===== src/rtl/mmio_rt_pkg.sv =====
package mmio_rt_pkg;
    // Base register control bit positions
    localparam int unsigned RD_EN_BIT   = 0;
    localparam int unsigned WR_EN_BIT   = 1;
    localparam int unsigned CPU_DIS_BIT = 2;
    localparam int unsigned LOCK_BIT    = 3;
    localparam int unsigned CTL_W       = 3;   // bits of base used by the matcher

    // Limit register field positions
    localparam int unsigned NODE_LSB    = 0;
    localparam int unsigned NODE_W      = 3;
    localparam int unsigned LINK_LSB    = 4;
    localparam int unsigned LINK_W      = 2;
    localparam int unsigned NP_BIT      = 7;

    localparam logic [LINK_W-1:0] LINK_RESERVED = 2'b11;

    typedef enum logic {
        SEL_BASE  = 1'b0,
        SEL_LIMIT = 1'b1
    } cfg_sel_e;
endpackage


===== src/rtl/mmio_rt_match.sv =====
module mmio_rt_match
    import mmio_rt_pkg::*;
#(
    parameter int unsigned CMP_W = 24
) (
    input  logic [CMP_W-1:0] addr_fld,
    input  logic [CMP_W-1:0] lo_fld,
    input  logic [CMP_W-1:0] hi_fld,
    input  logic [CTL_W-1:0] ctl,
    input  logic             is_write,
    input  logic             from_cpu,
    output logic             match
);
    logic in_window;
    logic access_ok;
    logic requester_ok;

    always_comb begin
        in_window    = (addr_fld >= lo_fld) && (addr_fld <= hi_fld);
        access_ok    = is_write ? ctl[WR_EN_BIT] : ctl[RD_EN_BIT];
        requester_ok = !(from_cpu && ctl[CPU_DIS_BIT]);
        match        = in_window && access_ok && requester_ok;
    end
endmodule


===== src/rtl/mmio_rt_prio.sv =====
module mmio_rt_prio #(
    parameter int unsigned N     = 8,
    localparam int unsigned IDX_W = (N > 1) ? $clog2(N) : 1
) (
    input  logic [N-1:0]     req,
    output logic [IDX_W-1:0] idx,
    output logic             any
);
    always_comb begin
        idx = '0;
        any = 1'b0;
        // Scan downward so the lowest set bit is the last one written
        for (int i = N - 1; i >= 0; i--) begin
            if (req[i]) begin
                idx = IDX_W'(i);
                any = 1'b1;
            end
        end
    end

    // The chosen index is requesting, and nothing below it requests
    always_comb begin
        if (any) begin
            p_pick_lowest_r10: assert (req[idx] &&
                ((req & ((N'(1) << idx) - N'(1))) == '0));
        end else begin
            p_none_means_idle_r10: assert (req == '0);
        end
    end
endmodule


===== src/rtl/mmio_range_router.sv =====
module mmio_range_router
    import mmio_rt_pkg::*;
#(
    parameter int unsigned NUM_RANGES = 8,
    parameter int unsigned ADDR_W     = 40,
    parameter int unsigned GRAN_LOG2  = 16,
    parameter int unsigned REG_W      = 32,
    localparam int unsigned CMP_W     = ADDR_W - GRAN_LOG2,
    localparam int unsigned IDX_W     = (NUM_RANGES > 1) ? $clog2(NUM_RANGES) : 1
) (
    input  logic              clk,
    input  logic              rst_n,
    input  logic              cfg_wr_en,
    input  logic              cfg_rd_en,
    input  logic [IDX_W-1:0]  cfg_idx,
    input  logic              cfg_sel,
    input  logic [REG_W-1:0]  cfg_wdata,
    output logic [REG_W-1:0]  cfg_rdata,
    output logic              cfg_wr_reject,
    input  logic              req_valid,
    input  logic [ADDR_W-1:0] req_addr,
    input  logic              req_is_write,
    input  logic              req_from_cpu,
    output logic              rsp_valid,
    output logic              rsp_hit,
    output logic              rsp_error,
    output logic [NODE_W-1:0] rsp_node,
    output logic [LINK_W-1:0] rsp_link,
    output logic              rsp_nonposted,
    output logic [IDX_W-1:0]  rsp_range
);
    typedef struct packed {
        logic [NUM_RANGES-1:0][REG_W-1:0] base;
        logic [NUM_RANGES-1:0][REG_W-1:0] limit;
        logic [REG_W-1:0]                 rdata;
        logic                             reject;
        logic                             valid;
        logic                             hit;
        logic                             error;
        logic [NODE_W-1:0]                node;
        logic [LINK_W-1:0]                link;
        logic                             nonposted;
        logic [IDX_W-1:0]                 range;
    } state_t;

    state_t st_d, st_q;

    logic [CMP_W-1:0]      addr_fld;
    logic [GRAN_LOG2-1:0]  unused_addr_low;
    logic [NUM_RANGES-1:0] match_vec;
    logic [IDX_W-1:0]      win_idx;
    logic                  win_any;

    assign addr_fld        = req_addr[ADDR_W-1:GRAN_LOG2];
    assign unused_addr_low = req_addr[GRAN_LOG2-1:0];

    // One comparator per window
    for (genvar g = 0; g < NUM_RANGES; g++) begin : g_win
        mmio_rt_match #(.CMP_W(CMP_W)) u_match (
            .addr_fld (addr_fld),
            .lo_fld   (st_q.base[g][REG_W-1 -: CMP_W]),
            .hi_fld   (st_q.limit[g][REG_W-1 -: CMP_W]),
            .ctl      (st_q.base[g][CTL_W-1:0]),
            .is_write (req_is_write),
            .from_cpu (req_from_cpu),
            .match    (match_vec[g])
        );
    end

    mmio_rt_prio #(.N(NUM_RANGES)) u_prio (
        .req (match_vec),
        .idx (win_idx),
        .any (win_any)
    );

    logic [REG_W-1:0]  win_lim;
    logic [LINK_W-1:0] win_link;
    logic              link_bad;

    always_comb begin
        st_d        = st_q;
        st_d.reject = 1'b0;

        // Register port: a locked window drops the write and flags it
        if (cfg_wr_en) begin
            if (st_q.base[cfg_idx][LOCK_BIT]) begin
                st_d.reject = 1'b1;
            end else if (cfg_sel == SEL_LIMIT) begin
                st_d.limit[cfg_idx] = cfg_wdata;
            end else begin
                st_d.base[cfg_idx] = cfg_wdata;
            end
        end
        if (cfg_rd_en) begin
            st_d.rdata = (cfg_sel == SEL_LIMIT) ? st_q.limit[cfg_idx]
                                                : st_q.base[cfg_idx];
        end

        // Routing decision from the winning window
        win_lim  = st_q.limit[win_idx];
        win_link = win_lim[LINK_LSB +: LINK_W];
        link_bad = (win_link == LINK_RESERVED);

        st_d.valid     = req_valid;
        st_d.hit       = req_valid && win_any && !link_bad;
        st_d.error     = req_valid && win_any && link_bad;
        st_d.node      = st_d.hit ? win_lim[NODE_LSB +: NODE_W] : '0;
        st_d.link      = st_d.hit ? win_link : '0;
        st_d.range     = st_d.hit ? win_idx : '0;
        st_d.nonposted = st_d.hit && req_is_write && req_from_cpu && win_lim[NP_BIT];
    end

    always_ff @(posedge clk or negedge rst_n) begin
        if (!rst_n) begin
            st_q <= '0;
        end else begin
            st_q <= st_d;
        end
    end

    assign cfg_rdata     = st_q.rdata;
    assign cfg_wr_reject = st_q.reject;
    assign rsp_valid     = st_q.valid;
    assign rsp_hit       = st_q.hit;
    assign rsp_error     = st_q.error;
    assign rsp_node      = st_q.node;
    assign rsp_link      = st_q.link;
    assign rsp_nonposted = st_q.nonposted;
    assign rsp_range     = st_q.range;

    // A reported error and a routed hit never coincide
    p_hit_err_excl_r8: assert property (@(posedge clk) disable iff (!rst_n)
        !(rsp_hit && rsp_error));

    // The reject pulse only follows a write strobe
    p_reject_after_wr_r6: assert property (@(posedge clk) disable iff (!rst_n)
        cfg_wr_reject |-> $past(cfg_wr_en));

    // Non-posted marking is reserved for CPU writes that were routed
    p_np_cpu_write_r9: assert property (@(posedge clk) disable iff (!rst_n)
        rsp_nonposted |-> (rsp_hit && $past(req_is_write && req_from_cpu)));

    // With no request in the slot nothing is reported
    p_idle_quiet_r11: assert property (@(posedge clk) disable iff (!rst_n)
        !rsp_valid |-> (!rsp_hit && !rsp_error && !rsp_nonposted));

    // A locked window keeps both registers frozen
    for (genvar g = 0; g < NUM_RANGES; g++) begin : g_lock_chk
        logic             lock_bit;
        logic [REG_W-1:0] base_v;
        logic [REG_W-1:0] limit_v;
        assign lock_bit = st_q.base[g][LOCK_BIT];
        assign base_v   = st_q.base[g];
        assign limit_v  = st_q.limit[g];
        p_lock_hold_r5: assert property (@(posedge clk) disable iff (!rst_n)
            $past(lock_bit) |-> ($stable(base_v) && $stable(limit_v)));
    end
endmodule


===== config.mk =====
export PLATFORM = sky130hd
export DESIGN_NAME = mmio_range_router
export DESIGN_NICKNAME = d
export VERILOG_FILES = /design/src/rtl/mmio_rt_pkg.sv /design/src/rtl/mmio_rt_match.sv /design/src/rtl/mmio_rt_prio.sv /design/src/rtl/mmio_range_router.sv
export SDC_FILE = /design/constraint.sdc
export NUM_CORES = 1
export LEC_CHECK = 0
export BUFFER_PORTS_ARGS = -buffer_cell sky130_fd_sc_hd__clkbuf_2
export CAP_MARGIN = 15
export CORE_UTILIZATION = 63
export CTS_CLUSTER_SIZE = 24
export DETAILED_ROUTE_END_ITERATION = 16
export PLACE_DENSITY = 0.81
export SLEW_MARGIN = 20
export SYNTH_ARGS = -nofsm -noshare
export SYNTH_HDL_FRONTEND = slang
export SYNTH_SLANG_ARGS = --single-unit

===== constraint.sdc =====
create_clock -name clk -period 4 [get_ports clk]
set_input_delay 0.4 -clock clk [delete_from_list [all_inputs] [get_ports clk]]
set_output_delay 0.4 -clock clk [all_outputs]
set_load 0.02 [all_outputs]

## After elaboration in Yosys (flattened, before gate mapping)

Index checks and enable logic that the tools add are counted.

- Input bits: 83
- Flip-flop bits (word level): 557

- Muxes and demuxes: 40
- Equality and inequality tests: 1
- $lt $le $gt $ge: 19
- Bitwise gates (word level): 2
- Reduce and logical (&&, ||, !) cells: 50

Operators with widths:

| operator | count |
|---|---|
| bitwise mux 256 bit | 2 |
| binary-select mux 32 bit (select 3 bit) | 3 |
| greater-or-equal comparator 24 bit | 8 |
| less-or-equal comparator 24 bit | 8 |
| two-way mux 32 bit | 4 |
| demux 32 bit (select 3 bit) | 1 |
| logical AND 1 bit | 39 |
| two-way mux 3 bit | 10 |
| two-way mux 1 bit | 18 |
| logical NOT 1 bit | 9 |
| less-than comparator 3 x 4 -> 1 bit, second input constant | 2 |
| two-way mux 8 bit | 1 |
| AND reduction 3 bit | 2 |
| greater-or-equal comparator 3 x 1 -> 1 bit, second input constant | 1 |
| equality test 2 bit, second input constant | 1 |
| two-way mux 2 bit | 1 |
| NOT 1 bit | 2 |

## Logic depth before layout (Yosys ltp)

- Depth in word-level cells: 20
- Mapped depth: 15
- Depth with buffers taken out: 13

## Cells and area by module

A second synthesis with hierarchy kept.

- Cell total of the unflattened synthesis: 3189
- Area, all modules: 35242.6 µm²

Modules (own cells, without submodules):

| module | sequential area each (µm²) | area an instance (µm²) | instances | cells each |
|---|---|---|---|---|
| mmio_range_router | 13938.4 | 25336.8 | 1 | 1809 |
| mmio_rt_match (g_win[1].u_match ...) | 0.0 | 1231.2 | 7 | 171 |
| mmio_rt_match (g_win[0].u_match) | 0.0 | 1207.4 | 1 | 170 |
| mmio_rt_prio | 0.0 | 80.1 | 1 | 13 |

## Least setup slack after synthesis

OpenSTA, ideal clock, no wires.

- Kind: input to register
- From: input port req_addr[16]
- To: register st_q, in the netlist rsp_node[1]
- Stages: 14
- Setup time: 87 ps
- Data required time: 3913 ps
- Data arrival time: 3872 ps
- Slack: 41 ps
- Cell sequence: inv_1 > ha_1 > nand2b_1 > a2111o_1 > a31oi_1 > o221ai_1 > a22o_1 > a211oi_2 > o311ai_4 > a21oi_2 > buf_6 > mux2_4 > or4_4 > a211oi_2

RTL lines:

| item | line | RTL |
|---|---|---|
| start, declared | mmio_range_router.sv:21 | `input logic [ADDR_W-1:0] req_addr,` |
| end signal, assigned | mmio_range_router.sv:117 | `st_q <= st_d;` |
| end, declared | mmio_range_router.sv:46 | `state_t st_d, st_q;` |

==> results.yml <==
sta:
  setup_violations: 3
  tightest_slew_ns: 1.14
  hold_viol: 0
  relSlewSlack_pct: 23.5
  setup_ws_ns: -0.0432
  finalMaxSlewViolations: 0
  period_share_pct: 101
  grt_setup_unrepaired: "true"
  finalCriticalPeriod_ns: 4.04
  max_freq_mhz: 247
  clock_skew_ns: 0.0279
critical_path:
  critPathSlowestCell: "a2111o_1"
  r2r_cells: 12
  path_cells: "ha_1 -> nand2b_4 -> a211oi_4 -> o211ai_1 -> a2111o_1 -> a21oi_4 -> nor2_4 -> o311ai_4 -> a21oi_4 -> mux2_4 -> or4_4 -> a211oi_2"
  path_delay_family: "compound AO/OA/AOI/OAI gates"
  rrSetupSlack_ns: -0.04
  crit_type: "reg -> reg"
  critPathArrivalTime_ns: 4.60
  cp-end-kind: "flip-flop"
  reg2reg_from: "g_lock_chk[3].base_v[8]"
  crit_path_max_incr_delay_ns: 0.57
  cp_common_cell: "a21oi_4"
  path_buf_inv: 0
  crit_fanout: 5
  cp-start-kind: "flip-flop"
  r2r-end: "rsp_node[2]"
  crit_required_ns: 4.55
clocking:
  cts_tree: "yes"
  worstSkewPairLatency_ns: 0.66
  path_clk_slew_ns: 0.06
  root_buffer: "clkbuf_16"
  cts_buffer_depth: 3
  cts_buffers: 61
  cts_sinks: 557
  cts-htree-levels: 2
place:
  port_buffers: 111
  gp_congestion: 1.03
  hpwl_um: 84000
  placed_cell_area_um2: 37800
  dpl.cell_count: 4435
synth:
  ys_seq_area_share_pct: 40.6
  yosysMostFrequentCell: "dfrtp_1"
  ys.flop_type: "dfrtp_1"
  synth-simple-area-share_pct: 8.65
  synth_area_um2: 34300
  synthTopCellsByCount: "557 x dfrtp_1, 411 x inv_1, 384 x ha_1, 353 x nand2_1, 339 x mux2_2"
  async_flop_share_pct: 100
  syn_nets: 3953
  synth_edf_count: 0
  synth_mux_area_share_pct: 13.8
  netlist-cell-type-count: 72
  synthTopCellsByArea: "dfrtp_1 41%, ha_1 14%, mux2_2 11%, o21ai_0 4.8%, inv_1 4.5%"
  synth.top_cell.area_share_pct: 40.6
  avgSynthCellArea_um2: 9.85
  ys_ff_latch: 557
  synthCells: 3486
  ys_warn_count: 0
  synthAdderAreaFrac_pct: 14.0
  yosysTopAreaCell: "dfrtp_1"
  synth_top_family_by_area: "compound AO/OA/AOI/OAI gates"
  synthXorXnorAreaFrac_pct: 0
  synth_compound_area_share_pct: 16.4
worst_hold_path:
  holdPathEnd: "g_lock_chk[0].limit_v[4]"
  hp-start: "cfg_wdata[4]"
  hp-class: "in -> reg"
  min_path_cells: 3
die:
  die_h_um: 235
  core_um2: 53800
  pin_count: 128
  rows: 85
  fp.dieArea_um2: 55500
  die_w_um: 235
  start_util_pct: 63.8
finish:
  fillers: 3677
  syn_to_final_growth_pct: 17.9
  fin_area_um2: 40500
  fin_nets: 4279
  fin_cells: 4564
  drive_gt1_share_pct: 26.2
grt:
  grt_pass1_wl_um: 182000
  grt_max_degree: 129
  antenna_found_initial: 6
  grt_pass1_vias: 30100
  grt_overflow: 0
  grtUsageTotal_pct: 43.7
detailed_routing:
  ant_nets: 0
  firstDrtPassIters: 5
  drcViolationCount: 0
  wirelength_um: 121000
  vias: 30200
  viasPerCell: 6.62
  wire_per_inst_um: 26.5
  drt-initial-drc-count: 3514
power_and_ir_drop:
  power.leakage_nw: 19.3
  peakVddDrop_mv: 0.425
  swShare_pct: 35.6
  power.share.sequential_pct: 36.1
  p_comb_share_pct: 36.6
  p_switching_mw: 8.00
  p_clk_share_pct: 27.3
  total_power_mw: 22.5
  powerDensity_nw_per_um2: 555
  p_int_mw: 14.5
outcome:
  status: "complete, but fails checks"
  violations: "setup timing"
run:
  cap_viol_max_count: 0
## timing repair
item                       in CTS  in global routing
hold endpoints to repair       61                  0
setup endpoints to repair      11                 11
pin swaps                      13                 38
setup buffers                   2                  5
cloned                          0                  1
gates resized for setup        22                 57
hold buffers                    3                  0
## tightest hold or removal path: cells and delay by family
kind / cells / cell delay (ns)
compound gates: 1 / 0.08
simple gates: 1 / 0.10
buf+inv: 1 / 0.22
## sequential cells by signal, summed over array words and instances, names as in the netlist
signal              cells
g_lock_chk.base_v     256
g_lock_chk.limit_v    256
cfg_rdata              32
rsp_node                3
rsp_range               3
rsp_link                2
cfg_wr_reject           1
rsp_error               1
rsp_hit                 1
rsp_nonposted           1
rsp_valid               1
## cell families after synthesis
group                      count (synthesis)
adders and majority gates                384
DFF                                      557
and+or+nand+nor                          649
AOI/OAI and AO/OA                        892
buffers and inverters                    600
muxes                                    404
## power groups by stage
stage | clock, mW | combinational (mW) | sequential [mW]
finish | 6.14 | 8.23 | 8.12
CTS | 6.14 | 7.72 | 8.08
global placement | 0 | 7.33 | 8.08
floorplan | 0 | 4.56 | 7.97
global route | 6.36 | 8.91 | 8.28
detailed placement | 0 | 7.56 | 8.16
## through the flow
stage	hold WS, ns	setup slack [ns]	utilization (%)	setup TNS [ns]
4_1_cts	0.175	0.00287	74.6	0
2_1_floorplan	0.104	0.0414	-	0
3_5_place_dp	0.445	-0.526	70.3	-4.86
6_report	0.212	-0.0432	75.3	-0.0940
3_3_place_gp	0.441	-1.45	70.3	-15.46
5_1_grt	0.238	-0.0700	75.3	-0.306
## area by class of cell
type	instances	area (um^2)	share of cell area, %
Multi-Input combinational cell	2330	18600	46.0
Sequential cell	557	13900	34.4
Timing Repair Buffer	451	3330	8.23
Clock buffer	90	1790	4.41
Inverter	411	1540	3.81
Tap cell	696	871	2.15
Clock inverter	25	388	0.957
Antenna cell	4	10.0	0.0247
## cell usage in the layout (no fill, tap or decap), drive strengths merged, types with 78 or more instances in the layout
| cell | n |
|---|---|
| mux2 | 340 |
| a21oi | 188 |
| clkbuf | 196 |
| nand4 | 78 |
| dfrtp | 557 |
| o21ai | 332 |
| inv | 412 |
| nand2 | 353 |
| ha | 384 |
| buf | 342 |
## per-layer routing
metal	GRT usage, %	share of wire [%]	up-vias
met1	55.7	38	14700
met3	10.5	11	527
met5	0	0.076	-
li1	-	-	13100
met2	66.9	44	1861
met4	27.6	7.3	6
## worst max-delay path by stage
stage,startpoint,endpoint,slack [ns],cells past startpoint
after floorplan,req_addr[16],rsp_node[1],0.04,14
after global routing,g_lock_chk[4].base_v[8],rsp_node[2],-0.07,17
final,g_lock_chk[3].base_v[8],rsp_node[2],-0.04,12
after detailed placement,req_addr[33],rsp_node[1],-0.53,16
after CTS,g_lock_chk[3].limit_v[21],rsp_node[1],0.003,15
after global placement,req_addr[36],rsp_link[0],-1.45,15
Power figures use the tool's default switching activity.
